==> src/rtl/cla_pkg.sv <==
package cla_pkg;
  localparam int unsigned GROUP_W = 4;
  localparam int unsigned FANIN   = 4;
  localparam int unsigned SECT_W  = GROUP_W * FANIN;
  localparam int unsigned ADDER_W = SECT_W * FANIN;
  typedef logic [ADDER_W-1:0] word_t;
endpackage

==> src/rtl/cla_lcu.sv <==
// Lookahead carry unit: flat SOP carries plus own propagate/generate.
module cla_lcu #(
  parameter int unsigned N = 4
) (
  input  logic [N-1:0] p_i,
  input  logic [N-1:0] g_i,
  input  logic         c_i,
  output logic [N-1:0] c_o,  // c_o[k]: carry out of input pair k
  output logic         p_o,
  output logic         g_o
);
  // Carry out of position k, expanded to products; no term uses another carry.
  function automatic logic carry_at(input logic [N-1:0] p, input logic [N-1:0] g,
                                    input logic cin, input int k);
    logic r;
    logic t;
    r = 1'b0;
    for (int j = 0; j <= k; j++) begin
      t = g[j];
      for (int m = j + 1; m <= k; m++) t &= p[m];
      r |= t;
    end
    t = cin;
    for (int m = 0; m <= k; m++) t &= p[m];
    r |= t;
    return r;
  endfunction

  for (genvar k = 0; k < N; k++) begin : g_carry
    assign c_o[k] = carry_at(p_i, g_i, c_i, k);
  end

  assign p_o = &p_i;
  assign g_o = carry_at(p_i, g_i, 1'b0, N - 1);
endmodule

==> src/rtl/cla_group.sv <==
// 4-bit group: bit pg, internal lookahead carries, sum, group pg.
module cla_group #(
  parameter int unsigned W = 4
) (
  input  logic [W-1:0] a_i,
  input  logic [W-1:0] b_i,
  input  logic         c_i,
  output logic [W-1:0] sum_o,
  output logic         p_o,
  output logic         g_o
);
  logic [W-1:0] bit_p;
  logic [W-1:0] bit_g;
  logic [W-1:0] carry;
  logic         carry_unused;

  assign bit_p = a_i ^ b_i;
  assign bit_g = a_i & b_i;

  cla_lcu #(.N(W)) u_lcu (
    .p_i(bit_p),
    .g_i(bit_g),
    .c_i(c_i),
    .c_o(carry),
    .p_o(p_o),
    .g_o(g_o)
  );

  // group carry-out is formed one level up
  assign carry_unused = carry[W-1];

  assign sum_o[0] = bit_p[0] ^ c_i;
  for (genvar k = 1; k < W; k++) begin : g_sum
    assign sum_o[k] = bit_p[k] ^ carry[k-1];
  end
endmodule

==> src/rtl/cla_section.sv <==
// 16-bit section: FANIN groups joined by one first-level LCU.
module cla_section #(
  parameter int unsigned GW = 4,
  parameter int unsigned N  = 4
) (
  input  logic [GW*N-1:0] a_i,
  input  logic [GW*N-1:0] b_i,
  input  logic            c_i,
  output logic [GW*N-1:0] sum_o,
  output logic            p_o,
  output logic            g_o
);
  logic [N-1:0] grp_p;
  logic [N-1:0] grp_g;
  logic [N-1:0] grp_cin;
  logic [N-1:0] carry;
  logic         carry_unused;

  assign grp_cin = {carry[N-2:0], c_i};

  for (genvar k = 0; k < N; k++) begin : g_grp
    cla_group #(.W(GW)) u_grp (
      .a_i  (a_i[k*GW +: GW]),
      .b_i  (b_i[k*GW +: GW]),
      .c_i  (grp_cin[k]),
      .sum_o(sum_o[k*GW +: GW]),
      .p_o  (grp_p[k]),
      .g_o  (grp_g[k])
    );
  end

  cla_lcu #(.N(N)) u_lcu (
    .p_i(grp_p),
    .g_i(grp_g),
    .c_i(c_i),
    .c_o(carry),
    .p_o(p_o),
    .g_o(g_o)
  );

  // section carry-out comes from the second-level unit
  assign carry_unused = carry[N-1];
endmodule

==> src/rtl/cla_adder64.sv <==
module cla_adder64
  import cla_pkg::*;
(
  input  logic [ADDER_W-1:0] a_i,
  input  logic [ADDER_W-1:0] b_i,
  input  logic               c_i,
  output logic [ADDER_W-1:0] sum_o,
  output logic               c_o,
  output logic               p_o,
  output logic               g_o
);
  logic [FANIN-1:0] sec_p;
  logic [FANIN-1:0] sec_g;
  logic [FANIN-1:0] sec_cin;
  logic [FANIN-1:0] carry;

  assign sec_cin = {carry[FANIN-2:0], c_i};

  for (genvar k = 0; k < FANIN; k++) begin : g_sec
    cla_section #(.GW(GROUP_W), .N(FANIN)) u_sec (
      .a_i  (a_i[k*SECT_W +: SECT_W]),
      .b_i  (b_i[k*SECT_W +: SECT_W]),
      .c_i  (sec_cin[k]),
      .sum_o(sum_o[k*SECT_W +: SECT_W]),
      .p_o  (sec_p[k]),
      .g_o  (sec_g[k])
    );
  end

  cla_lcu #(.N(FANIN)) u_lcu_top (
    .p_i(sec_p),
    .g_i(sec_g),
    .c_i(c_i),
    .c_o(carry),
    .p_o(p_o),
    .g_o(g_o)
  );

  assign c_o = carry[FANIN-1];
endmodule

==> config.mk <==
export PLATFORM = sky130hd
export DESIGN_NAME = cla_adder64
export DESIGN_NICKNAME = d
export VERILOG_FILES = /design/src/rtl/cla_pkg.sv /design/src/rtl/cla_lcu.sv /design/src/rtl/cla_group.sv /design/src/rtl/cla_section.sv /design/src/rtl/cla_adder64.sv
export SDC_FILE = /design/constraint.sdc
export NUM_CORES = 1
export LEC_CHECK = 0
export CORE_AREA = 2 2 75 77
export DETAILED_ROUTE_END_ITERATION = 12
export DIE_AREA = 0 0 77 79
export DONT_BUFFER_PORTS = 1
export PLACE_DENSITY = 0.78
export SLEW_MARGIN = 40
export SYNTH_ARGS = -nofsm -noshare
export SYNTH_HDL_FRONTEND = slang
export SYNTH_SLANG_ARGS = --single-unit
export TNS_END_PERCENT = 30
==> constraint.sdc <==
create_clock -name vclk -period 5.58
set_input_delay 0.558 -clock vclk [all_inputs]
set_output_delay 0.558 -clock vclk [all_outputs]
set_load 0.1 [all_outputs]
==> run_results.csv <==
group,metric,value,unit
drt,drt_first_pass_iters,4,
logic_synthesis,ys_warn_count,0,
grt,track_usage,25.3,%
run,cap_viol_max_count,0,
timing,period_share,79.2,%
drt,drt_iter0_markers,68,
grt,antenna_found_initial,0,
timing,report.final.slew_viol_count,0,
grt,grt-ovfl-total,0,
timing,max_clock_freq,226,MHz
timing,slew_headroom,44.6,%
logic_synthesis,synth_area_leaders,"ha_1, fa_1, o21a_1, nor2_1, xnor2_1",
power,total_power,1.27,mW
placed_design,gp_congestion,0.829,
logic_synthesis,yosys.area.top_type,"ha_1",
status,run_status,"finished, final reports clean",
finish,nClkBuffers,0,
placed_design,io_buffers,0,
drt,drc,0,
setup_path,worst-path-max-fanout,6,
setup_path,path_buf_inv,1,
logic_synthesis,yosys.area.top_type_share,33.8,%
floorplan,io_pins,196,
logic_synthesis,yosysSeqAreaShare,0,%
placed_design,placed_cells,465,
power,p_clk_share,0,%
power,p_int,0.284,mW
finish,final_cells,465,
power,powerDensity,333,nW/µm²
finish,register_area,0,µm²
drt,ant_nets,0,
timing,finalSetupViolCount,0,
placed_design,dpl.hpwl,7500,µm
timing,tns,0,ns
finish,final_common_cell,"ha_1",
power,swShare,77.6,%
setup_path,worstSetupPathType,"in -> out",
cts,cts_setup_buffers,0,
finish,layout_common_cells,"ha_1, buf_4, o21a_1",
timing,timing.final.hold_violations,0,
power,ir_drop,315,µV
setup_path,crit_chain,"ha_1 -> a211oi_1 -> nor2_1 -> o21ai_0 -> o211ai_1 -> a211oi_2 -> a31oi_1 -> ha_1 -> o21a_1 -> o21a_1 -> nor2_1 -> xnor2_2 -> buf_4",
logic_synthesis,syn_area,2970,µm²
logic_synthesis,synth.distinct_cells,41,
floorplan,die_h,79,µm
power,p_leak,1.66,nW
power,combPwrFrac,100.0,%
floorplan,die_w,77,µm
logic_synthesis,synth.avg_cell_area,8.28,µm²
timing,period_minus_slack,4.42,ns
floorplan,initial_core_util,55.6,%
timing,rsz0062_at_grt,"no",
drt,vias,2871,
finish,drive_above_1_share,31.6,%
drt,wl_per_cell,17.2,µm
power,p_seq_share,0,%
power,netSwitchingPower,0.981,mW
setup_path,worstPathRequired,5.02,ns
timing,worst_slew_pin_slew,0.830,ns
logic_synthesis,syn_nets,583,
setup_path,crit_family,"compound AO/OA/AOI/OAI gates",
finish,n_fill_cell,413,
grt,grt_max_degree,7,
finish,nets,620,
drt,wl,8000,µm
setup_path,cp_slowest_cell,"a211oi_2",
logic_synthesis,syn_inst,358,
setup_path,end_kind,"output port",
hold_path,hp-class,"in -> out",
drt,via_per_inst,6.17,
floorplan,core,5340,µm²
cts,cts_resized,0,
grt,grt_pass1_wl,13000,µm
finish,seq_cell_count,0,
setup_path,worst_ep_arrival_time,3.86,ns
setup_path,start_kind,"primary input",
finish,diodes,0,
cts,hold_buffers,0,
setup_path,critPathMaxStageDelay,0.65,ns
floorplan,die-area,6080,µm²
floorplan,row_count,27,
grt,grt_pass1_vias,3028,
finish,syn_to_final_growth,28.0,%
final cells by class:
cell class	count	area, µm²	area share [%]
Timing Repair Buffer	35	280	7.38
Multi-Input combinational cell	347	3380	89.2
Inverter	11	41.3	1.09
Tap cell	72	90.1	2.37
metrics by stage:
stage | setup slack, ns | hold slack [ns] | instance area [µm²] | util [%]
floorplan | 0.560 | 1.68 | 2970 | -
global placement | 1.39 | 1.60 | 3630 | 68.0
detailed placement | 1.16 | 1.59 | 3800 | 71.1
CTS | 1.14 | 1.59 | 3800 | 71.1
global route | 0.820 | 1.60 | 3800 | 71.1
finish | 1.16 | 1.59 | 3800 | 71.1
metal layers:
metal  share of wire [%]  wire length (µm)  track usage, %
met5                   0                 0               0
met3                 5.9               476            3.41
met1                  35              2810            26.1
met4                 1.2                97            3.57
met2                  58              4620            54.2
kinds of logic after synthesis:
group | count (synthesis) | share of synthesized area (%)
and+or+nand+nor | 118 | 21.2
AOI/OAI and AO/OA | 101 | 23.4
adders and majority gates | 96 | 44.6
xor gates and xnor gates | 32 | 9.45
buffers and inverters | 11 | 1.39
synthesized netlist by cell type (all sizes together):
cell type and n:
fa 16, nor2b 3, and2b 1, nor4 4, o21bai 3, inv 11, o22a 1, o21a 33
nor3 20, nand2 22, xor2 15, a2bb2oi 1, nand4 15, ha 80, a221oi 4, nor2 42
xnor2 17, o211ai 1, o31ai 3, a21oi 29, o21ai 15, or2 3, a31oi 3, a21o 3
nand3 7, a211oi 3, o221ai 1, a21boi 1, and4 1
power by group through the flow:
stage / clock, mW / sequential, mW / combinational, mW
2_1_floorplan: 0 / 0 / 1.03
3_3_place_gp: 0 / 0 / 1.20
3_5_place_dp: 0 / 0 / 1.27
4_1_cts: 0 / 0 / 1.27
5_1_grt: 0 / 0 / 1.31
6_report: 0 / 0 / 1.27
final timing paths:
check | depth (start not counted) | to | from | slack, ns
worst max-delay path | 13 | sum_o[59] | a_i[21] | 1.16
worst min-delay path | 2 | sum_o[21] | b_i[20] | 1.59
No activity file was read; power rests on OpenSTA's default activity.
